## src/rtl/alu8_pkg.sv

```systemverilog
package alu8_pkg;
    typedef enum logic [4:0] {
        OP_ADD  = 5'd0,  OP_ADC  = 5'd1,  OP_SUB  = 5'd2,  OP_SBC  = 5'd3,
        OP_CP   = 5'd4,  OP_CPC  = 5'd5,  OP_NEG  = 5'd6,  OP_AND  = 5'd7,
        OP_OR   = 5'd8,  OP_EOR  = 5'd9,  OP_COM  = 5'd10, OP_INC  = 5'd11,
        OP_DEC  = 5'd12, OP_LSL  = 5'd13, OP_LSR  = 5'd14, OP_ROL  = 5'd15,
        OP_ROR  = 5'd16, OP_ASR  = 5'd17, OP_SWAP = 5'd18, OP_BSET = 5'd19,
        OP_BCLR = 5'd20
    } alu_op_e;

    localparam int SR_W = 8;
    localparam int FL_C = 0;
    localparam int FL_Z = 1;
    localparam int FL_N = 2;
    localparam int FL_V = 3;
    localparam int FL_S = 4;
    localparam int FL_H = 5;
endpackage

```

## src/rtl/alu8_core.sv

```systemverilog
module alu8_core
    import alu8_pkg::*;
#(
    parameter int W = 8
) (
    input  alu_op_e          op,
    input  logic [W-1:0]     a,
    input  logic [W-1:0]     b,
    input  logic [SR_W-1:0]  sr,
    output logic [W-1:0]     res,
    output logic [SR_W-1:0]  sr_nx,
    output logic             wr
);
    localparam int HB  = W / 2;
    localparam int MSB = W - 1;

    logic         cin, bin;
    logic [W:0]   add_w, sub_w;
    logic [HB:0]  add_h, sub_h;
    logic [W-1:0] sx, sy;

    always_comb begin
        cin   = (op == OP_ADC) ? sr[FL_C] : 1'b0;
        add_w = {1'b0, a} + {1'b0, b} + {{W{1'b0}}, cin};
        add_h = {1'b0, a[HB-1:0]} + {1'b0, b[HB-1:0]} + {{HB{1'b0}}, cin};
        sx    = (op == OP_NEG) ? '0 : a;
        sy    = (op == OP_NEG) ? a : b;
        bin   = (op == OP_SBC || op == OP_CPC) ? sr[FL_C] : 1'b0;
        sub_w = {1'b0, sx} - {1'b0, sy} - {{W{1'b0}}, bin};
        sub_h = {1'b0, sx[HB-1:0]} - {1'b0, sy[HB-1:0]} - {{HB{1'b0}}, bin};
    end

    logic c_n, h_n, v_n, n_n, z_n;
    logic upd_c, upd_h, upd_nzv, z_sticky;

    always_comb begin
        res      = a;
        wr       = 1'b1;
        c_n      = sr[FL_C];
        h_n      = sr[FL_H];
        v_n      = 1'b0;
        upd_c    = 1'b0;
        upd_h    = 1'b0;
        upd_nzv  = 1'b0;
        z_sticky = 1'b0;
        unique case (op)
            OP_ADD, OP_ADC: begin
                res = add_w[W-1:0];
                c_n = add_w[W];
                h_n = add_h[HB];
                v_n = (a[MSB] == b[MSB]) && (res[MSB] != a[MSB]);
                upd_c = 1'b1; upd_h = 1'b1; upd_nzv = 1'b1;
            end
            OP_SUB, OP_SBC, OP_CP, OP_CPC, OP_NEG: begin
                res = sub_w[W-1:0];
                c_n = sub_w[W];
                h_n = sub_h[HB];
                v_n = (sx[MSB] != sy[MSB]) && (res[MSB] != sx[MSB]);
                upd_c = 1'b1; upd_h = 1'b1; upd_nzv = 1'b1;
                z_sticky = (op == OP_SBC) || (op == OP_CPC);
                wr = !((op == OP_CP) || (op == OP_CPC));
            end
            OP_AND: begin res = a & b; upd_nzv = 1'b1; end
            OP_OR:  begin res = a | b; upd_nzv = 1'b1; end
            OP_EOR: begin res = a ^ b; upd_nzv = 1'b1; end
            OP_COM: begin
                res = ~a; c_n = 1'b1; upd_c = 1'b1; upd_nzv = 1'b1;
            end
            OP_INC: begin
                res = a + 1'b1;
                v_n = (a == {1'b0, {MSB{1'b1}}});
                upd_nzv = 1'b1;
            end
            OP_DEC: begin
                res = a - 1'b1;
                v_n = (a == {1'b1, {MSB{1'b0}}});
                upd_nzv = 1'b1;
            end
            OP_LSL, OP_ROL: begin
                res = {a[MSB-1:0], (op == OP_ROL) ? sr[FL_C] : 1'b0};
                c_n = a[MSB];
                v_n = res[MSB] ^ a[MSB];
                upd_c = 1'b1; upd_nzv = 1'b1;
            end
            OP_LSR, OP_ROR, OP_ASR: begin
                if (op == OP_ROR)      res = {sr[FL_C], a[MSB:1]};
                else if (op == OP_ASR) res = {a[MSB], a[MSB:1]};
                else                   res = {1'b0, a[MSB:1]};
                c_n = a[0];
                v_n = res[MSB] ^ a[0];
                upd_c = 1'b1; upd_nzv = 1'b1;
            end
            OP_SWAP: res = {a[HB-1:0], a[W-1:HB]};
            OP_BSET, OP_BCLR: wr = 1'b0;
            default: res = a;
        endcase
    end

    always_comb begin
        n_n = res[MSB];
        z_n = (res == '0) && (!z_sticky || sr[FL_Z]);
        sr_nx = sr;
        if (upd_c) sr_nx[FL_C] = c_n;
        if (upd_h) sr_nx[FL_H] = h_n;
        if (upd_nzv) begin
            sr_nx[FL_N] = n_n;
            sr_nx[FL_Z] = z_n;
            sr_nx[FL_V] = v_n;
            sr_nx[FL_S] = n_n ^ v_n;
        end
        if (op == OP_BSET) sr_nx[b[2:0]] = 1'b1;
        if (op == OP_BCLR) sr_nx[b[2:0]] = 1'b0;
    end
endmodule

```

## src/rtl/alu8_sreg.sv

```systemverilog
module alu8_sreg
    import alu8_pkg::*;
(
    input  logic             clk,
    input  logic             rst_n,
    input  logic             en,
    input  logic [SR_W-1:0]  d,
    output logic [SR_W-1:0]  q
);
    always_ff @(posedge clk or negedge rst_n) begin
        if (!rst_n)  q <= '0;
        else if (en) q <= d;
    end
endmodule

```

## src/rtl/alu8_flagtest.sv

```systemverilog
module alu8_flagtest
    import alu8_pkg::*;
(
    input  logic [SR_W-1:0]          sr,
    input  logic [$clog2(SR_W)-1:0]  sel,
    input  logic                     want,
    output logic                     hit
);
    always_comb hit = (sr[sel] == want);
endmodule

```

## src/rtl/alu8_top.sv

```systemverilog
module alu8_top
    import alu8_pkg::*;
#(
    parameter int W = 8
) (
    input  logic          clk,
    input  logic          rst_n,
    input  logic          exec_i,
    input  logic [4:0]    op_i,
    input  logic [W-1:0]  a_i,
    input  logic [W-1:0]  b_i,
    input  logic [2:0]    flag_sel_i,
    input  logic          flag_want_i,
    output logic [W-1:0]  result_o,
    output logic          wr_en_o,
    output logic [7:0]    sreg_o,
    output logic          br_taken_o
);
    alu_op_e          op;
    logic [SR_W-1:0]  sr_nx;

    assign op = alu_op_e'(op_i);

    alu8_core #(.W(W)) u_core (
        .op    (op),
        .a     (a_i),
        .b     (b_i),
        .sr    (sreg_o),
        .res   (result_o),
        .sr_nx (sr_nx),
        .wr    (wr_en_o)
    );

    alu8_sreg u_sreg (
        .clk   (clk),
        .rst_n (rst_n),
        .en    (exec_i),
        .d     (sr_nx),
        .q     (sreg_o)
    );

    alu8_flagtest u_test (
        .sr   (sreg_o),
        .sel  (flag_sel_i),
        .want (flag_want_i),
        .hit  (br_taken_o)
    );
endmodule

```

## config.mk

```make
export PLATFORM = sky130hd
export DESIGN_NAME = alu8_top
export DESIGN_NICKNAME = d
export VERILOG_FILES = /design/src/rtl/alu8_pkg.sv /design/src/rtl/alu8_core.sv /design/src/rtl/alu8_sreg.sv /design/src/rtl/alu8_flagtest.sv /design/src/rtl/alu8_top.sv
export SDC_FILE = /design/constraint.sdc
export NUM_CORES = 1
export LEC_CHECK = 0
export BUFFER_PORTS_ARGS = -buffer_cell sky130_fd_sc_hd__buf_4
export CAP_MARGIN = 5
export CORE_ASPECT_RATIO = 0.9
export CORE_MARGIN = 2
export CORE_UTILIZATION = 50
export CTS_CLUSTER_DIAMETER = 60
export CTS_CLUSTER_SIZE = 16
export DETAILED_ROUTE_END_ITERATION = 7
export PLACE_DENSITY_LB_ADDON = 0.25
export SETUP_SLACK_MARGIN = 0.02
export SLEW_MARGIN = 5
export SYNTH_ARGS = -nofsm -noshare
export SYNTH_HDL_FRONTEND = slang
export SYNTH_SLANG_ARGS = --single-unit
```

## constraint.sdc

```tcl
create_clock -name clk -period 3.3 [get_ports clk]
set_input_delay 0.165 -clock clk [delete_from_list [all_inputs] [get_ports clk]]
set_output_delay 0.165 -clock clk [all_outputs]
set_load 0.02 [all_outputs]
```

Word level (Yosys, flattened, before mapping)
Cells that the tools add are included.
{"block": "totals", "output_inout_bits": 18, "in_bits": 28, "elab_cells": 96, "register_bits": 8}
{"block": "classes", "eq_ne": 27, "order_cmp": 3, "mux": 26, "n_addsub": 10, "bitwise_logic": 10, "n_reduce_logical": 19}
{"op": "$pmux W8 S11", "count": 1}
{"op": "$mux W8", "count": 7}
{"op": "$eq A5 B4 Y1 const B", "count": 8}
{"op": "$eq A5 B5 Y1 const B", "count": 5}
{"op": "$eq A5 B3 Y1 const B", "count": 4}
{"op": "$reduce_or A18 Y1", "count": 1}
{"op": "$and A8 B8 Y8", "count": 2}
{"op": "$not A8 Y8", "count": 2}
{"op": "$or A8 B8 Y8", "count": 2}
{"op": "$reduce_or A13 Y1", "count": 1}
{"op": "$mux W1", "count": 11}
{"op": "$eq A5 B2 Y1 const B", "count": 2}
{"op": "$add A8 B8 Y9", "count": 1}
{"op": "$add A9 B1 Y9", "count": 1}
{"op": "$sub A8 B8 Y9", "count": 1}
{"op": "$sub A9 B1 Y9", "count": 1}
{"op": "$add A8 B1 Y8 const B", "count": 1}
{"op": "$eq A8 B7 Y1 const B", "count": 1}
{"op": "$eq A8 B8 Y1 const B", "count": 1}
{"op": "$logic_not A8 Y1", "count": 1}
{"op": "$lt A3 B4 Y1 const B", "count": 2}
{"op": "$sub A8 B1 Y8 const B", "count": 1}
{"op": "$xor A8 B8 Y8", "count": 1}
{"op": "$reduce_or A7 Y1", "count": 1}
{"op": "other kinds (22)", "count": 36}

Logic depth before layout (Yosys ltp)
{"block": "logic_depth", "ltp_word": 13, "depth_mapped": 17, "ltp_nobuf": 15}

Cells and area by module
A second synthesis with hierarchy kept.
{"block": "hier_totals", "cells_unflattened": 445, "hier_area_um2": 3249.4}
{"module": "alu8_core", "instances": 1, "seq_area_each_um2": 0.0, "cells_each": 421, "area_each_um2": 2841.5}
{"module": "alu8_sreg", "instances": 1, "seq_area_each_um2": 200.2, "cells_each": 17, "area_each_um2": 331.6}
{"module": "alu8_flagtest", "instances": 1, "seq_area_each_um2": 0.0, "cells_each": 7, "area_each_um2": 76.3}

Worst setup path after synthesis
OpenSTA, ideal clock, no wires.
{"block": "synth_timing", "path_kind": "input -> register", "start": "in op_i[1]", "end": "reg u_sreg.q[1]", "cell_stages": 16, "path_buffers": 2, "t_arrival_ns": 3.447, "required_ns": 3.175, "setup_time_ns": 0.125, "setup_slack_ns": -0.272, "cell_sequence": "clkbuf_1 nor2b_1 nand2_1 clkbuf_1 o21ai_0 fa_1 inv_1 fa_1 nand2b_1 a311o_1 a21oi_1 xnor2_1 a211oi_1 a21oi_1 nor4_1 o2bb2ai_1"}
{"block": "synth_via", "elab_chain_cells": 12, "word_cells_on_any_way": 50, "classes_between": "add/sub: 3; eq/ne: 20; mux: 14; bitwise: 2; reduce/logical: 11"}
{"element": "start: declaration", "line": "alu8_top.sv:9", "rtl": "input logic [4:0] op_i,"}
{"element": "$eq A5 B3 Y1, or another cell as far along", "line": "alu8_core.sv:26, alu8_core.sv:27, alu8_core.sv:46"}
{"element": "$mux W8, or another cell as far along", "line": "alu8_core.sv:26", "rtl": "sx = (op == OP_NEG) ? '0 : a;"}
{"element": "$sub A8 B8 Y9 or $mux W1 (tied branches)", "line": "alu8_core.sv:29, alu8_core.sv:28"}
{"element": "$sub A9 B1 Y9", "line": "alu8_core.sv:29", "rtl": "sub_w = {1'b0, sx} - {1'b0, sy} - {{W{1'b0}}, bin};"}
{"element": "$pmux W8 S11 (*)", "line": "alu8_core.sv:46", "rtl": "unique case (op)"}
{"element": "named net result_o[6]", "line": "alu8_top.sv:14", "rtl": "output logic [W-1:0] result_o,"}
{"element": "$logic_not A8 Y1 (*)", "line": "alu8_core.sv:101", "rtl": "z_n = (res == '0) && (!z_sticky || sr[FL_Z]);"}
{"element": "$logic_and A1 B1 Y1 (*)", "line": "alu8_core.sv:101"}
{"element": "$mux W4 (*)", "line": "alu8_core.sv:105", "rtl": "if (upd_nzv) begin"}
{"element": "$or A8 B8 Y8 (no source line)"}
{"element": "$mux W8 (*)", "line": "alu8_core.sv:111", "rtl": "if (op == OP_BSET) sr_nx[b[2:0]] = 1'b1;"}
{"element": "$and A8 B8 Y8 (no source line)"}
{"element": "$mux W8 (*)", "line": "alu8_core.sv:112", "rtl": "if (op == OP_BCLR) sr_nx[b[2:0]] = 1'b0;"}
{"element": "end signal: assignment", "line": "alu8_sreg.sv:11", "rtl": "if (!rst_n) q <= '0;"}
{"element": "end signal: assignment", "line": "alu8_sreg.sv:12", "rtl": "else if (en) q <= d;"}
{"element": "end: declaration", "line": "alu8_sreg.sv:8", "rtl": "output logic [SR_W-1:0] q"}
Mark *: on every way through the listed nets, which the timed path passes. The rest lies on a longest branch. The select of a mux whose other input is x is not followed.
A chain may end at the register's enable or synchronous reset.

Worst setup path in the final report
{"block": "layout_timing", "start": "in op_i[3]", "end": "out result_o[7]"}
{"block": "layout_via", "elab_chain_cells": 5, "word_cells_on_any_way": 35, "classes_between": "add/sub: 3; eq/ne: 18; mux: 8; reduce/logical: 6"}
{"element": "$eq A5 B3 Y1, or another cell as far along", "line": "alu8_core.sv:26, alu8_core.sv:27, alu8_core.sv:46"}
{"element": "$mux W8, or another cell as far along", "line": "alu8_core.sv:26"}
{"element": "$sub A8 B8 Y9, or another cell as far along", "line": "alu8_core.sv:29"}
{"element": "$sub A9 B1 Y9 or $mux W8 (tied branches)", "line": "alu8_core.sv:29, alu8_core.sv:46"}
{"element": "$pmux W8 S11 (*)", "line": "alu8_core.sv:46"}
{"element": "end: declaration", "line": "alu8_top.sv:14"}
Mark *: on every way between the ends. The rest lies on a longest branch, timed or not. The select of a mux whose other input is x is not followed.

==> impl_metrics.env <==
export IMPL_outcome="finished with violations"
export IMPL_violations="DRC"
export IMPL_cp_startpoint="op_i[3]"
export IMPL_start_util=0.524
export IMPL_dr_pass1_iters=7
export IMPL_yosys_warnings=0
export IMPL_largest_reg_flops=8
export IMPL_place_area_sq_um=3760
export IMPL_setup_viol=0
export IMPL_path_clk_slew_ns=0.04
export IMPL_grt_pass1_wl_um=18800
export IMPL_netlist_area_sq_um=3020
export IMPL_pwr_share_seq=0.134
export IMPL_io_pins=46
export IMPL_finalWeightedCongestion=1.01
export IMPL_cts_buffers=3
export IMPL_max_clock_path_buffers=2
export IMPL_viasPerCell=6.68
export IMPL_max_vdd_ir_drop_mv=0.180
export IMPL_worstPathRequired_ns=3.13
export IMPL_p_per_area_nw_per_um2=251
export IMPL_hp_class="in2reg"
export IMPL_stdcell_area_sq_um=4010
export IMPL_synthArstFlopShare=1.00
export IMPL_crit_arrival_ns=3.11
export IMPL_seq_area_frac_synth=0.0664
export IMPL_cts_tree="built"
export IMPL_ys_ff_latch=8
export IMPL_overflow=0
export IMPL_drc=2
export IMPL_clk_insertion_delay_late_ns=0.23
export IMPL_area_growth_pct=33.0
export IMPL_endpoint_kind="output port"
export IMPL_share_comb_of_total_power=0.747
export IMPL_whs_ns=0.196
export IMPL_path_max_fanout=6
export IMPL_syn_inst=431
export IMPL_hold_viol=0
export IMPL_cts_sinks=8
export IMPL_hpwl_um=8920
export IMPL_fin_crit_sh=0.993
export IMPL_max_freq_mhz=305
export IMPL_rsz0062_at_grt="true"
export IMPL_synth_edff_count=0
export IMPL_leakagePower_uw=0.00184
export IMPL_largest_register="u_sreg.q"
export IMPL_htreeDepth=1
export IMPL_grt_max_degree=30
export IMPL_max_cap_violations=0
export IMPL_syn_num_nets=498
export IMPL_fp_coreArea_sq_um=5760
export IMPL_grt_pass1_vias=3647
export IMPL_internal_power_uw=534
export IMPL_fin_cells=591
export IMPL_num_rows=26
export IMPL_layout_drive_gt1_share=0.280
export IMPL_finalClockSkew_ns=0.00196
export IMPL_ys_top_cells_by_count="nand2_1, nor2_1, ha_1"
export IMPL_slew_violations=0
export IMPL_yosysTopAreaCellShare=0.141
export IMPL_tightest_slew_ns=0.918
export IMPL_swShare=0.470
export IMPL_grt_total_usage=0.353
export IMPL_cts_root_buf="clkbuf_8"
export IMPL_r2r_end="u_sreg.q[1]"
export IMPL_detail_route_iter0_violations=546
export IMPL_path_class="in2out"
export IMPL_avgSynthCellArea_sq_um=7.00
export IMPL_tns_ns=0
export IMPL_numPortBuffers=45
export IMPL_clkPwrFrac=0.119
export IMPL_p_sw_uw=474
export IMPL_synth_flop_cell="dfrtp_1"
export IMPL_start_kind="primary input"
export IMPL_dieArea_sq_um=6670
export IMPL_antenna_cells=0
export IMPL_wl_per_cell_um=20.3
export IMPL_crit_path_end="result_o[7]"
export IMPL_synth_cell_types=74
export IMPL_layout_nets=590
export IMPL_num_vias=3950
export IMPL_ant_nets=0
export IMPL_antenna_found_initial=0
export IMPL_wl_um=12000
export IMPL_r2r_start="u_sreg.q[0]"
export IMPL_chipWidth_um=85.9
export IMPL_synth_most_common_cell="nand2_1"
export IMPL_worstHoldStart="exec_i"
export IMPL_nFillCells=497
export IMPL_die_h_um=77.7
export IMPL_largest_registers="u_sreg.q: 8 flops"
export IMPL_relSlewSlack=0.382
export IMPL_period_needed_ns=3.28
export IMPL_synth_top_cell_by_area="ha_1"
export IMPL_worst_r2r_cell_count=13
export IMPL_yosys_top_cells_area="ha_1, dfrtp_1, nand2_1"
export IMPL_dpl_cell_count=578
export IMPL_r2r_setup_slack_ns=0.19
-- cell type report --
| cell class | count | area (sq um) | area share |
|---|---|---|---|
| clock buffer | 3 | 41.3 | 0.0103 |
| inverter | 34 | 128 | 0.0318 |
| multi-input combinational | 370 | 2750 | 0.686 |
| tap | 70 | 87.6 | 0.0218 |
| sequential | 8 | 200 | 0.0499 |
| timing repair buffer | 106 | 803 | 0.200 |
-- critical path, cell delays in order --
cell and delay, ns:
buf_4 0.13, nor3b_4 0.22, nand2_2 0.12, buf_6 0.16, buf_2 0.16, buf_4 0.15, nor2_2 0.10, a21oi_2 0.07
buf_4 0.14, ha_1 0.28, o211ai_1 0.22, a21oi_2 0.15, or3_1 0.39, a21oi_2 0.19, o32a_1 0.23, buf_4 0.12
buf_4 0.12
-- repair_timing --
action                                  in CTS  in global routing
gates resized for setup                      7                 30
hold buffers                                 1                  0
endpoints found under the setup margin       5                  8
hold endpoints to repair                     8                  0
setup buffers                                4                  5
pin swaps                                    5                 15
-- through the flow --
stage / total power [uW] / setup WS (ns) / utilization
2_1_floorplan: 544 / -0.00211 / -
3_3_place_gp: 805 / -0.351 / 0.653
3_5_place_dp: 815 / -0.378 / 0.653
4_1_cts: 951 / 0.0318 / 0.672
5_1_grt: 1070 / -0.0936 / 0.697
6_report: 1010 / 0.0232 / 0.697
-- per-layer routing --
layer / vias to the layer above / wire, um / global-route usage
met4: 0 / 446 / 0.0984
met3: 45 / 1600 / 0.103
met5: - / 0 / 0
li1: 1781 / - / -
met2: 319 / 5170 / 0.526
met1: 1805 / 4790 / 0.492
-- power by group through the flow --
stage,Sequential (uW),Clock [uW],Combinational [uW]
6_report,135,120,752
5_1_grt,136,127,811
4_1_cts,133,121,697
3_5_place_dp,134,0,681
3_3_place_gp,134,0,671
2_1_floorplan,151,0,393
-- worst min path at each step --
stage,endpoint,slack [ns],depth (start not counted)
after floorplan,u_sreg.q[0],-0.13,0
after global placement,u_sreg.q[1],-0.008,1
after detailed placement,u_sreg.q[1],-0.005,1
after CTS,u_sreg.q[2],0.19,2
after global routing,u_sreg.q[2],0.21,2
final,u_sreg.q[2],0.20,2
-- cells by family after synthesis --
group,after synthesis,synth area share
multiplexers,7,0.0319
adder cells (fa/ha/maj),39,0.174
XOR/XNOR,21,0.0610
buffers and inverters,53,0.0689
AND/OR/NAND/NOR,160,0.268
flip-flops,8,0.0664
AO/OA/AOI/OAI,143,0.330
-- layout by cell type (no fill, tap or decap), types with 7 or more instances in the layout --
| cell type | netlist | routed |
|---|---|---|
| a31oi_1 | 9 | 7 |
| nand2_1 | 49 | 48 |
| ha_1 | 34 | 31 |
| inv_1 | 33 | 32 |
| nor2_1 | 38 | 35 |
| xnor2_1 | 13 | 13 |
| buf_4 | 0 | 102 |
| xor2_1 | 8 | 8 |
| nand3_1 | 7 | 7 |
| a21o_1 | 7 | 7 |
| nor3_1 | 15 | 13 |
| o21ai_0 | 29 | 23 |
| dfrtp_1 | 8 | 8 |
| o21ai_1 | 3 | 9 |
| a21oi_1 | 28 | 21 |
(Power assumes the default switching activity.)
